File: src/rtl/qbank_pkg.sv
`timescale 1ns/1ps
package qbank_pkg;
  typedef enum logic {
    QOP_PEEK = 1'b0,
    QOP_POP  = 1'b1
  } qop_e;
endpackage

File: src/rtl/qbank_rst_sync.sv
`timescale 1ns/1ps
// Asserts asynchronously, releases after two clock edges.
module qbank_rst_sync (
  input  logic clk,
  input  logic arst_n,
  output logic rst_n_o
);
  logic [1:0] sh_q;

  always_ff @(posedge clk or negedge arst_n) begin
    if (!arst_n) sh_q <= 2'b00;
    else         sh_q <= {sh_q[0], 1'b1};
  end

  assign rst_n_o = sh_q[1];
endmodule

File: src/rtl/qbank_decode.sv
`timescale 1ns/1ps
// Maps a request onto the populated queue.
module qbank_decode
  import qbank_pkg::*;
#(
  parameter int unsigned QID_W     = 4,
  parameter int unsigned TRACE_QID = 15
) (
  input  logic             req_vld,
  input  qop_e             req_op,
  input  logic [QID_W-1:0] req_qid,
  output logic             trc_hit,
  output logic             trc_pop
);
  localparam logic [QID_W-1:0] TRC_ID = QID_W'(TRACE_QID);

  always_comb begin
    trc_hit = req_vld && (req_qid == TRC_ID);
    trc_pop = trc_hit && (req_op == QOP_POP);
  end
endmodule

File: src/rtl/qbank_trace_ring.sv
`timescale 1ns/1ps
// Circular buffer that overwrites its oldest entry when full.
module qbank_trace_ring #(
  parameter int unsigned DATA_W = 64,
  parameter int unsigned DEPTH  = 16,
  localparam int unsigned PTR_W = (DEPTH > 1) ? $clog2(DEPTH) : 1,
  localparam int unsigned CNT_W = $clog2(DEPTH + 1)
) (
  input  logic              clk,
  input  logic              rst_n,
  input  logic              push,
  input  logic [DATA_W-1:0] push_data,
  input  logic              pop,
  output logic [DATA_W-1:0] head,
  output logic              empty,
  output logic [CNT_W-1:0]  count
);
  localparam logic [CNT_W-1:0] CNT_FULL = CNT_W'(DEPTH);
  localparam logic [PTR_W-1:0] PTR_LAST = PTR_W'(DEPTH - 1);

  logic [DATA_W-1:0] mem [DEPTH];
  logic [PTR_W-1:0]  rd_q, rd_d, wr_q, wr_d;
  logic [CNT_W-1:0]  cnt_q, cnt_d;
  logic              full, take, drop, adv;

  function automatic logic [PTR_W-1:0] ptr_inc(input logic [PTR_W-1:0] p);
    return (p == PTR_LAST) ? '0 : p + 1'b1;
  endfunction

  always_comb begin
    full  = (cnt_q == CNT_FULL);
    empty = (cnt_q == '0);
    take  = pop && !empty;
    drop  = push && full && !take;
    adv   = take || drop;
    rd_d  = adv  ? ptr_inc(rd_q) : rd_q;
    wr_d  = push ? ptr_inc(wr_q) : wr_q;
    if (push && !adv)      cnt_d = cnt_q + 1'b1;
    else if (!push && adv) cnt_d = cnt_q - 1'b1;
    else                   cnt_d = cnt_q;
  end

  always_ff @(posedge clk or negedge rst_n) begin
    if (!rst_n) begin
      rd_q  <= '0;
      wr_q  <= '0;
      cnt_q <= '0;
    end else begin
      if (adv)          rd_q  <= rd_d;
      if (push)         wr_q  <= wr_d;
      if (push || adv)  cnt_q <= cnt_d;
    end
  end

  // Storage carries no reset; slots are read only after being written.
  always_ff @(posedge clk) begin
    for (int i = 0; i < DEPTH; i++) begin
      if (push && (wr_q == PTR_W'(i))) mem[i] <= push_data;
    end
  end

  assign head  = mem[rd_q];
  assign count = cnt_q;
endmodule

File: src/rtl/qbank_resp.sv
`timescale 1ns/1ps
// Registered response: zero plus empty flag when nothing is available.
module qbank_resp #(
  parameter int unsigned DATA_W = 64
) (
  input  logic              clk,
  input  logic              rst_n,
  input  logic              req_vld,
  input  logic              trc_hit,
  input  logic              trc_empty,
  input  logic [DATA_W-1:0] trc_head,
  output logic              rsp_vld,
  output logic [DATA_W-1:0] rsp_data,
  output logic              rsp_empty
);
  logic              vld_q;
  logic [DATA_W-1:0] data_q, data_d;
  logic              emp_q, emp_d;
  logic              avail;

  always_comb begin
    avail  = trc_hit && !trc_empty;
    data_d = avail ? trc_head : '0;
    emp_d  = !avail;
  end

  always_ff @(posedge clk or negedge rst_n) begin
    if (!rst_n) begin
      vld_q  <= 1'b0;
      data_q <= '0;
      emp_q  <= 1'b1;
    end else begin
      vld_q <= req_vld;
      if (req_vld) begin
        data_q <= data_d;
        emp_q  <= emp_d;
      end
    end
  end

  assign rsp_vld   = vld_q;
  assign rsp_data  = data_q;
  assign rsp_empty = emp_q;
endmodule

File: src/rtl/qbank_top.sv
`timescale 1ns/1ps
module qbank_top
  import qbank_pkg::*;
#(
  parameter int unsigned DATA_W    = 64,
  parameter int unsigned DEPTH     = 16,
  parameter int unsigned QID_W     = 4,
  parameter int unsigned TRACE_QID = 15,
  localparam int unsigned CNT_W    = $clog2(DEPTH + 1)
) (
  input  logic              clk,
  input  logic              rst_n,
  input  logic              trc_vld,
  input  logic [DATA_W-1:0] trc_ip,
  input  logic              req_vld,
  input  logic              req_op,
  input  logic [QID_W-1:0]  req_qid,
  output logic              rsp_vld,
  output logic [DATA_W-1:0] rsp_data,
  output logic              rsp_empty
);
  logic              rst_sync_n;
  logic              trc_hit, trc_pop, trc_empty;
  logic [DATA_W-1:0] trc_head;
  logic [CNT_W-1:0]  trc_cnt;

  qbank_rst_sync u_rst (
    .clk     (clk),
    .arst_n  (rst_n),
    .rst_n_o (rst_sync_n)
  );

  qbank_decode #(.QID_W(QID_W), .TRACE_QID(TRACE_QID)) u_dec (
    .req_vld (req_vld),
    .req_op  (qop_e'(req_op)),
    .req_qid (req_qid),
    .trc_hit (trc_hit),
    .trc_pop (trc_pop)
  );

  qbank_trace_ring #(.DATA_W(DATA_W), .DEPTH(DEPTH)) u_ring (
    .clk       (clk),
    .rst_n     (rst_sync_n),
    .push      (trc_vld),
    .push_data (trc_ip),
    .pop       (trc_pop),
    .head      (trc_head),
    .empty     (trc_empty),
    .count     (trc_cnt)
  );

  qbank_resp #(.DATA_W(DATA_W)) u_rsp (
    .clk       (clk),
    .rst_n     (rst_sync_n),
    .req_vld   (req_vld),
    .trc_hit   (trc_hit),
    .trc_empty (trc_empty),
    .trc_head  (trc_head),
    .rsp_vld   (rsp_vld),
    .rsp_data  (rsp_data),
    .rsp_empty (rsp_empty)
  );
endmodule

File: config.mk
export PLATFORM = sky130hd
export DESIGN_NAME = qbank_top
export DESIGN_NICKNAME = d
export VERILOG_FILES = /design/src/rtl/qbank_pkg.sv /design/src/rtl/qbank_rst_sync.sv /design/src/rtl/qbank_decode.sv /design/src/rtl/qbank_trace_ring.sv /design/src/rtl/qbank_resp.sv /design/src/rtl/qbank_top.sv
export SDC_FILE = /design/constraint.sdc
export NUM_CORES = 1
export LEC_CHECK = 0
export ABC_CLOCK_PERIOD_IN_PS = 2300
export CAP_MARGIN = 20
export CORE_MARGIN = 8
export CORE_UTILIZATION = 55
export CTS_BUF_LIST = sky130_fd_sc_hd__clkbuf_4 sky130_fd_sc_hd__clkbuf_8
export CTS_CLUSTER_SIZE = 20
export DETAILED_ROUTE_END_ITERATION = 8
export PLACE_DENSITY = 0.72
export SLEW_MARGIN = 20
export SYNTH_ARGS = -nofsm -noshare
export SYNTH_HDL_FRONTEND = slang
export SYNTH_HIERARCHICAL = 1
export SYNTH_SLANG_ARGS = --single-unit
File: constraint.sdc
create_clock -name clk -period 2.3 [get_ports clk]
set_input_delay 0.46 -clock clk [delete_from_list [all_inputs] [get_ports clk]]
set_output_delay 0.46 -clock clk [all_outputs]
set_load 0.02 [all_outputs]
# Word level (Yosys, flattened, before mapping)

Memory sizes are Yosys's and may differ from the RTL's.
Cells that the tools add are included.

Flip-flop bits (word level): 81
Bits in writable memories: 1024
Output and inout bits: 66
Word-level logic and storage cells: 162
Memories kept: 1

Memory list:

| name       | depth | bits a word | read ports | clocked after memory_dff | write ports | RTL line               | text |
|---|---|---|---|---|---|---|---|
| u_ring.mem | 16    | 64          | 1          | 0                        | 1           | qbank_trace_ring.sv:21 | `logic [DATA_W-1:0] mem [DEPTH];` |

$add $sub $neg: 4
Equality and inequality tests: 18
Muxes and demuxes: 82
Reductions and logical operators: 50

Operator list:

| kind                                                                   | count |
|---|---|
| 64-bit 2-to-1 mux                                                      | 16 |
| 64-bit OR reduction                                                    | 15 |
| 4-bit 2-to-1 mux                                                       | 17 |
| 1-bit 2-to-1 mux                                                       | 47 |
| 4-bit equality test (second input constant)                            | 10 |
| 1-bit logical AND                                                      | 24 |
| 4-bit by 3-bit equality test with 1-bit output (second input constant) | 4 |
| 5-bit 2-to-1 mux                                                       | 2 |
| 4-bit by 1-bit adder with 4-bit output (second input constant)         | 2 |
| 4-bit by 2-bit equality test with 1-bit output (second input constant) | 2 |
| 5-bit by 1-bit adder with 5-bit output (second input constant)         | 1 |
| 5-bit equality test (second input constant)                            | 1 |
| 1-bit zero test                                                        | 5 |
| 5-bit zero test                                                        | 1 |
| 5-bit by 1-bit subtractor with 5-bit output (second input constant)    | 1 |
| 4-bit by 1-bit equality test with 1-bit output (second input constant) | 1 |
| 4-bit zero test                                                        | 1 |
| 1-bit logical OR                                                       | 2 |
| 2-bit AND reduction                                                    | 1 |
| 2-bit nonzero test                                                     | 1 |

# Longest topological paths before layout

Gate-level depths: netlist (run 1).

Depth after elaboration: 20
Mapped depth: 12
Depth with buffers taken out: 12

# Hierarchy

Netlist (run 1), hierarchy kept.

By module, submodules not included:

| module           | times used | cells each | area an instance (sq um) | seq. area each (sq um) |
|---|---|---|---|---|
| qbank_trace_ring | 1          | 1933       | 40139.7                  | 31074.8 |
| qbank_resp       | 1          | 281        | 2954.1                   | 1652.8 |
| qbank_rst_sync   | 1          | 3          | 53.8                     | 50.0 |
| qbank_decode     | 1          | 5          | 26.3                     | 0.0 |

# Worst setup path before layout (run 1)

No wires, ideal clock.

Path type: input port to flip-flop
Start point: input port trc_vld
End point: memory u_ring.mem[3][0] (enable)
Library setup time: 0.564 ns
Arrival time: 5.256 ns
Data required time: 1.736 ns
Slack: -3.520 ns
Cell stages on the path: 3
Buffers on the path: 1
Cells stage by stage: clkbuf_1 nand2_1 nor3_1

Cells in the longest elaborated chain, start to end: 19

RTL lines:

| what                                                                                | RTL line               | text |
|---|---|---|
| start: declaration                                                                  | qbank_top.sv:13        | `input logic trc_vld,` |
| 1-bit logical AND                                                                   | qbank_trace_ring.sv:58 | `if (push && (wr_q == PTR_W'(i))) mem[i] <= push_data;` |
| 1-bit 2-to-1 mux                                                                    | qbank_trace_ring.sv:58 |  |
| 1-bit 2-to-1 mux (not written as such)                                              | qbank_trace_ring.sv:58 |  |
| 64-bit OR reduction (no line)                                                       | --                     |  |
| 4-bit 2-to-1 mux (no line) / 1-bit 2-to-1 mux (equally long branches) (15 in a row) | --                     |  |
| end: declaration                                                                    | qbank_trace_ring.sv:21 |  |

Several ways; a longest one is shown, not always the timed one.

# Worst setup path after layout (run 1)

Start point: register u_ring.cnt_q[1] (netlist: u_ring/count[1])
End point: register u_ring.cnt_q[4] (netlist: u_ring/count[4])

Cells in the longest elaborated chain, start to end: 10

RTL lines:

| what                          | RTL line               | text |
|---|---|---|
| start: declaration            | qbank_trace_ring.sv:23 | `logic [CNT_W-1:0] cnt_q, cnt_d;` |
| start signal: assignment      | qbank_trace_ring.sv:51 | `if (push \|\| adv) cnt_q <= cnt_d;` |
| 5-bit zero test *             | qbank_trace_ring.sv:32 | `empty = (cnt_q == '0);` |
| net trc_empty                 | qbank_top.sv:23        | `logic trc_hit, trc_pop, trc_empty;` |
| 1-bit zero test *             | qbank_trace_ring.sv:33 | `take = pop && !empty;` |
| 1-bit logical AND *           | qbank_trace_ring.sv:33 |  |
| 1-bit zero test               | qbank_trace_ring.sv:34 | `drop = push && full && !take;` |
| 1-bit logical AND             | qbank_trace_ring.sv:34 |  |
| 1-bit logical OR *            | qbank_trace_ring.sv:35 | `adv = take \|\| drop;` |
| 1-bit zero test               | qbank_trace_ring.sv:38 | `if (push && !adv) cnt_d = cnt_q + 1'b1;` |
| 1-bit logical AND             | qbank_trace_ring.sv:38 |  |
| 2-bit nonzero test (no line)  | --                     |  |
| 2-bit AND reduction (no line) | --                     |  |

The timed path passes the listed nets; every way through them passes the cells marked *. The select of a mux whose other input is x is not followed.
A chain may end at the register's enable or synchronous reset.

==> metrics.txt, run 1 <==
reg-to-reg slack, setup -0.06 ns; Longest Clk Path Bufs 3; Cells after Synth 2,222; Hold WC Path Type reg -> async; RR Endpoint u_ring/count[4]; Buf/Inv on CP 2; leak pwr between 0.015 and 0.02 uW; Psw 18,400 uW; GP Congestion 0.758; gr usage total 0.220; total CTS buffers 174; Synth Warn # 6; CTS clk-pin slew, worst paths 0.06 ns; syn avg cell area 19.4 sq um; drt wl/cell 25.8 um; synthesized net count 2,305; RSZ-0062 raised after global routing true; drt drc 0; Post-Route WL 96,200 um; max_slew headroom 0.385; crit path DAT 3.09 ns; Placed Cells 3,396; delay-heaviest family, CP simple AND/OR/NAND/NOR gates; Crit Path Max Fanout 4; DP HPWL 53,700 um; layout cells sized above 1 0.231; Req. time, crit path 3.03 ns; Vias/cell about 6.0; Period minus WS final around 2.4 ns; Util after Layout 0.651; WP depth 11; # clock sinks 1,105; Setup TNS -0.0630 ns; cell taking the most area after synthesis edfxtp_1; Tcrit/Tclk final 1.03; Logic pwr share 0.306; Skew-Pair Late Insertion Delay 0.82 ns; Internal 40,800 uW; Sw Share 0.311; final worst slack -0.0630 ns; R2R cell count 11; CTS H-Tree Depth 4; highest clock rate 423 MHz; CP Launch Type flop; largest net degree at the start of global routing 77; fin nets 2,619; Cell Pwr Density 1170 nW/um^2; global-route wire length before repair 143,000 um; CP max-delay cell dfrtp_1; routed vias 22.3k; number of global-route vias before repair 23.4k; clock share of power 0.282; Routed Antenna Nets 0; Non-Filler Instances approximately 3.7k; Hold Violations, Final 0; clock tree from TritonCTS done; final setup vio count 1; Root Driver clkbuf_8; Yosys cell types 42; CP Cell Sequence nor4_4 -> and2b_1 -> nor2_2 -> inv_2 -> ha_4 -> inv_4 -> fa_2 -> a21o_1 -> a21oi_2 -> mux2i_1 -> xnor2_1; I/O pins 139; Multi-input gate area 9360 sq um; remaining global-route overflow 0; area occupied by registers roughly 33,000 sq um; initial antenna violation count 9; commonest non-fill, non-tap cell in the layout edfxtp_1; post-synthesis cell area 43,200 sq um; Worst R2R Start u_ring/count[1]; Reg power frac 0.413; DRT iter0 DRCs 2,029; synth top area cells edfxtp_1, mux4_2, mux2i_1; Synth top area share 0.712; maximum cell stage delay along the critical path 0.41 ns; Worst Setup SP u_ring/count[1]; VDD IR max 0.00104 V; Worst Clk Skew between 0.03 and 0.04 ns; Die Ht 296 um; most frequent cells in the layout edfxtp_1, mux2i_1, clkbuf_8; Core Footprint 77,600 sq um; die area 87,700 sq um; Crit. End Element flop; failing checks negative setup slack; num rows between 100 and 150; #FFs+latches synth 1,105; Initial Util 0.556; status complete, but fails checks; PortBufs 138; area grow syn2layout 17.1%; Die Wd 296 um; max_cap viols 0; crit path to u_ring/count[4]; Worst Tran Pin Value between 0.9 and 1 ns; filler cell count a little over 5k; fin. max-slew vios 0; drt first pass iters 5; critical path class reg -> reg; Seq/Total Area, Yosys 0.759
[worst reg2reg max path, stage by stage (launching register included)]
cell	delay, ns
dfrtp_1	0.41
nor4_4	0.33
and2b_1	0.21
nor2_2	0.05
inv_2	0.08
ha_4	0.15
inv_4	0.05
fa_2	0.33
a21o_1	0.17
a21oi_2	0.14
mux2i_1	0.24
xnor2_1	0.14
[flip-flops by register name, indices dropped and copies added, names as in the netlist]
register / count
u_ring/rd_q: 4
u_ring/count: 5
u_rst/sh_q: 2
u_ring/mem: 1024
u_rsp/rsp_vld: 1
u_ring/wr_q: 4
u_rsp/rsp_data: 64
u_rsp/rsp_empty: 1
[area by class of cell]
type                            count  share of cell area
Inverter                           71             0.00532
Sequential cell                  1105               0.649
Tap cell                         1040              0.0257
Clock inverter                     79              0.0124
Clock buffer                      236              0.0576
Timing Repair Buffer              270              0.0647
Antenna cell                        6            0.000297
Multi-Input combinational cell    914               0.185
[Yosys cell counts (all sizes together)]
master,count
o41ai,2
inv,71
xnor2,6
clkbuf,39
o22ai,64
and2,1
nor2,18
nor3b,1
dfstp,1
nand2,138
a221oi,128
a22oi,64
nor2b,1
fa,1
buf,93
conb,1
o31ai,1
nand3,2
edfxtp,1024
mux2,4
a21o,2
mux4,128
and2b,1
a21oi,5
a31oi,1
nand2b,5
mux2i,257
ha,9
o21ai,68
xor2,1
nor4,1
nor3,4
dfrtp,80
[kinds of logic after synthesis]
kind of cell	share of synthesized area
buffers and inverters	0.0290
AOI/OAI and AO/OA	0.0627
and+or+nand+nor	0.0161
muxes	0.128
other	0.0000869
DFF	0.759
adders and majority gates	0.00307
xor gates and xnor gates	0.00142
[per-stage QoR]
| step | setup WS, ns | instance area [sq um] | total power [uW] | hold WS [ns] |
|---|---|---|---|---|
| after floorplan | -0.542 | 43300 | 37200 | 0.164 |
| after global placement | -0.524 | 46900 | 42500 | 0.277 |
| after detailed placement | -0.536 | 46900 | 42800 | 0.281 |
| after CTS | -0.0496 | 50500 | 59600 | 0.202 |
| after global routing | -0.189 | 50500 | 61800 | 0.257 |
| final | -0.0630 | 50500 | 59200 | 0.265 |
[worst min path at each step]
stage | start | endpoint | slack (ns) | cells past startpoint
detailed placement | u_rst/sh_q[1] | u_rsp/rsp_data[28] | 0.28 | 0
CTS | req_vld | u_rsp/rsp_data[3] | 0.20 | 5
global route | req_vld | u_rsp/rsp_data[3] | 0.26 | 5
global placement | u_rst/sh_q[1] | u_rsp/rsp_data[28] | 0.28 | 0
floorplan | rst_n | u_rst/sh_q[0] | 0.16 | 0
finish | u_rst/sh_q[1] | u_rsp/rsp_data[28] | 0.27 | 0
[layer usage]
layer,track usage,up-vias,share of wire
met5,0,-,0.00032
met1,0.283,11600,0.39
li1,-,9729,-
met4,0.0769,6,0.021
met3,0.0435,130,0.070
met2,0.373,817,0.51
[what timing repair did]
item,in CTS,in global routing
setup endpoints to repair,51,5
pin swaps,2,10
gates cloned,0,1
resized for setup,56,8
hold buffers,1,0
hold endpoints to repair,2,0
buffers inserted,1,1
[power groups by stage]
stage	logic [uW]	registers (uW)	clock network [uW]
2_1_floorplan	12500	24700	0
3_5_place_dp	18000	24800	0
5_1_grt	19300	24600	17900
6_report	18100	24400	16700
3_3_place_gp	17800	24700	0
4_1_cts	18100	24500	17000
Note: power is estimated with default switching activity, not from simulation.
==> run 2, diff against run 1 <==
--- a/config.mk
+++ b/config.mk
@@ -8,11 +8,12 @@
 export ABC_CLOCK_PERIOD_IN_PS = 2300
 export CAP_MARGIN = 20
 export CORE_MARGIN = 8
-export CORE_UTILIZATION = 55
+export CORE_UTILIZATION = 57
 export CTS_BUF_LIST = sky130_fd_sc_hd__clkbuf_4 sky130_fd_sc_hd__clkbuf_8
 export CTS_CLUSTER_SIZE = 20
 export DETAILED_ROUTE_END_ITERATION = 8
-export PLACE_DENSITY = 0.72
+export PLACE_DENSITY = 0.75
+export REMOVE_ABC_BUFFERS = 1
 export SLEW_MARGIN = 20
 export SYNTH_ARGS = -nofsm -noshare
 export SYNTH_HDL_FRONTEND = slang
==> run 2 against run 1 <==
  * The run still ends with negative setup slack left
  * Sequential power about the same
  * Global-route usage rose by 0.69 points
  * Critical path depth up 1
  * Cell area increased by 0.15%
  * Clock skew is 0.0099 ns lower
  * Wire length rose by 0.81%
  * Core utilization up 2.0 points
  * Clock power barely moved
==> metrics.txt, run 2 (same netlist as run 1, synthesis figures left out) <==
status complete, but fails checks (unchanged); failing checks negative setup slack (unchanged); Post-Route WL 96,900 um (was 96,200 um); # clock sinks 1,105 (unchanged); I/O pins 139 (unchanged); layout cells sized above 1 0.243 (was 0.231); CTS clk-pin slew, worst paths 0.07 ns (was 0.06 ns); number of global-route vias before repair 23.5k (was 23.4k); met2 routed wirelength 49,400 um (was 49,500 um); Core Footprint 75,400 sq um (was 77,600 sq um); CTS H-Tree Depth 4 (unchanged); maximum cell stage delay along the critical path 0.41 ns (about the same); PortBufs 138 (unchanged); crit path to u_ring/count[4] (unchanged); Worst Clk Skew 0.0262 ns (was 0.0361 ns); R2R cell count 12 (was 11); filler cell count 4,725 (was 5,174); Crit Path Max Fanout 4 (unchanged); Root Driver clkbuf_8 (unchanged); drt drc 0 (unchanged); die area 84,800 sq um (was 87,700 sq um); global-route wire length before repair 144,000 um (was 143,000 um); Initial Util 0.572 (was 0.556); DRT iter0 DRCs 2,068 (was 2,029); routed vias 22.5k (was 22.3k); highest metal used met5 (unchanged); num rows 101 (was 102); Die Wd 291 um (was 296 um); Hold Violations, Final 0 (unchanged); Tcrit/Tclk final 1.07 (was 1.03); fin. max-slew vios 0 (unchanged); leak pwr 0.0176 uW (was 0.0174 uW); DP HPWL 54,800 um (was 53,700 um); Longest Clk Path Bufs 3 (unchanged); highest clock rate 407 MHz (was 423 MHz); Finished Cell Area 50,600 sq um (was 50,500 sq um); largest net degree at the start of global routing 59 (was 77); VDD IR max 0.00111 V (was 0.00104 V); Worst Tran Pin Value 0.862 ns (was 0.922 ns); reg-to-reg slack, setup -0.16 ns (was -0.06 ns); Metal-1 WL 37,600 um (was 37,900 um); clock tree from TritonCTS done (unchanged); Biggest register u_ring/mem (unchanged); Req. time, crit path 3.04 ns (was 3.03 ns); Crit. End Element flop (unchanged); final setup vio count 2 (was 1); max_slew headroom 0.425 (was 0.385); Crit path top cell by count ha_4; Skew-Pair Late Insertion Delay 0.82 ns (about the same); Non-Filler Instances 3,670 (was 3,721); Worst R2R Start u_ring/count[2] (was u_ring/count[1]); remaining global-route overflow 0 (unchanged); area grow syn2layout 17.3% (was 17.1%); CP max-delay cell dfrtp_1 (unchanged); total CTS buffers 170 (was 174); fin nets 2,636 (was 2,619); met3 WL 7910 um (was 6770 um); RSZ-0062 raised after global routing true (unchanged); final worst slack -0.156 ns (was -0.0630 ns); CP Launch Type flop (unchanged); Cell Pwr Density 1170 nW/um^2 (about the same); CP Cell Sequence nor4_4 -> buf_4 -> a21oi_4 -> nor2_4 -> inv_2 -> ha_4 -> inv_4 -> ha_4 -> a21o_1 -> a21oi_2 -> mux2i_1 -> xnor2_1 (was nor4_4 -> and2b_1 -> nor2_2 -> inv_2 -> ha_4 -> inv_4 -> fa_2 -> a21o_1 -> a21oi_2 -> mux2i_1 -> xnor2_1); final hold slack 0.314 ns (was 0.265 ns); RR Endpoint u_ring/count[4] (unchanged); commonest non-fill, non-tap cell in the layout edfxtp_1 (unchanged); Placed Cells 3,337 (was 3,396); Placed Area 46,800 sq um (was 46,900 sq um); critical path class reg -> reg (unchanged); gr usage total 0.226 (was 0.220); crit path DAT 3.20 ns (was 3.09 ns); Vias/cell 6.14 (was 5.98); GP Congestion 0.776 (was 0.758); Worst Setup SP u_ring/count[2] (was u_ring/count[1]); drt first pass iters 6 (was 5); Die Ht 291 um (was 296 um); initial antenna violation count 8 (was 9); Period minus WS final 2.46 ns (was 2.36 ns); Routed Antenna Nets 0 (unchanged); most frequent cells in the layout edfxtp_1, mux2i_1, clkbuf_8 (unchanged); max_cap viols 0 (unchanged); drt wl/cell 26.4 um (was 25.8 um); max reg flops 1,024 (unchanged); Hold WC Path Type reg -> async (unchanged)
==> run 2: area by class of cell <==
| type | instances | area, sq um | area share |
|---|---|---|---|
| clock buffers | 247 | 2970 | 0.0588 |
| diodes | 6 | 15.0 | 0.000297 |
| clock inverters | 58 | 505 | 0.00999 |
| inverters | 71 | 270 | 0.00534 |
| multi-input cells | 914 | 9440 | 0.186 |
| well taps | 978 | 1220 | 0.0242 |
| flip-flops and latches | 1105 | 32800 | 0.648 |
| repair buffers | 291 | 3400 | 0.0672 |
==> run 2: timing repair <==
| item | 4_1_cts | 5_1_grt |
|---|---|---|
| pin swaps | 8 | 8 |
| resized for setup | 66 | 33 |
| endpoints found under the setup margin | 57 | 26 |
| cloned | 0 | 1 |
| hold buffers | 1 | 0 |
| buffers inserted | 10 | 13 |
| endpoints found under the hold margin | 2 | 0 |
==> run 2: per-stage QoR <==
step / power [uW] / worst slack, ns / utilization / setup TNS, ns
finish: 59400 / -0.156 / 0.671 / -0.165
detailed placement: 42700 / -0.656 / 0.620 / -6.12
global route: 61800 / -0.256 / 0.671 / -0.672
floorplan: 32600 / -12.55 / - / -2805.14
global placement: 42200 / -0.533 / 0.620 / -6.05
CTS: 59200 / -0.133 / 0.667 / -0.398
==> run 2: layer usage <==
| layer | track usage | vias up |
|---|---|---|
| li1 | - | 9767 |
| met1 | 0.292 | 11600 |
| met2 | 0.383 | 994 |
| met3 | 0.0513 | 156 |
| met4 | 0.0723 | 2 |
| met5 | 0 | - |
==> run 2: worst max-delay path: cells and delay by family, from the launching register on <==
kind / cells / cell delay (ns)
compound gates: 3 / 0.41
xor+xnor: 1 / 0.15
fa+ha+maj: 2 / 0.37
buf+inv: 3 / 0.31
flops: 1 / 0.41
mux: 1 / 0.27
simple gates: 2 / 0.44
==> run 2: worst min path at each step <==
stage,cells after the start,from,endpoint,slack (ns)
finish,0,u_rst/sh_q[1],u_ring/count[1],0.31
global route,3,req_vld,u_rsp/rsp_vld,0.29
CTS,3,req_vld,u_rsp/rsp_vld,0.27
detailed placement,0,u_rst/sh_q[1],u_rsp/rsp_data[33],0.33
global placement,0,u_rst/sh_q[1],u_ring/count[0],0.31
floorplan,0,rst_n,u_rst/sh_q[0],0.16
==> run 2: report_power, final <==
group          internal (uW)  total, uW  leakage (uW)  switching [uW]
Clock                   9040      16400       0.00184            7390
Sequential             23900      24500        0.0103             616
Combinational           7860      18500       0.00542           10600
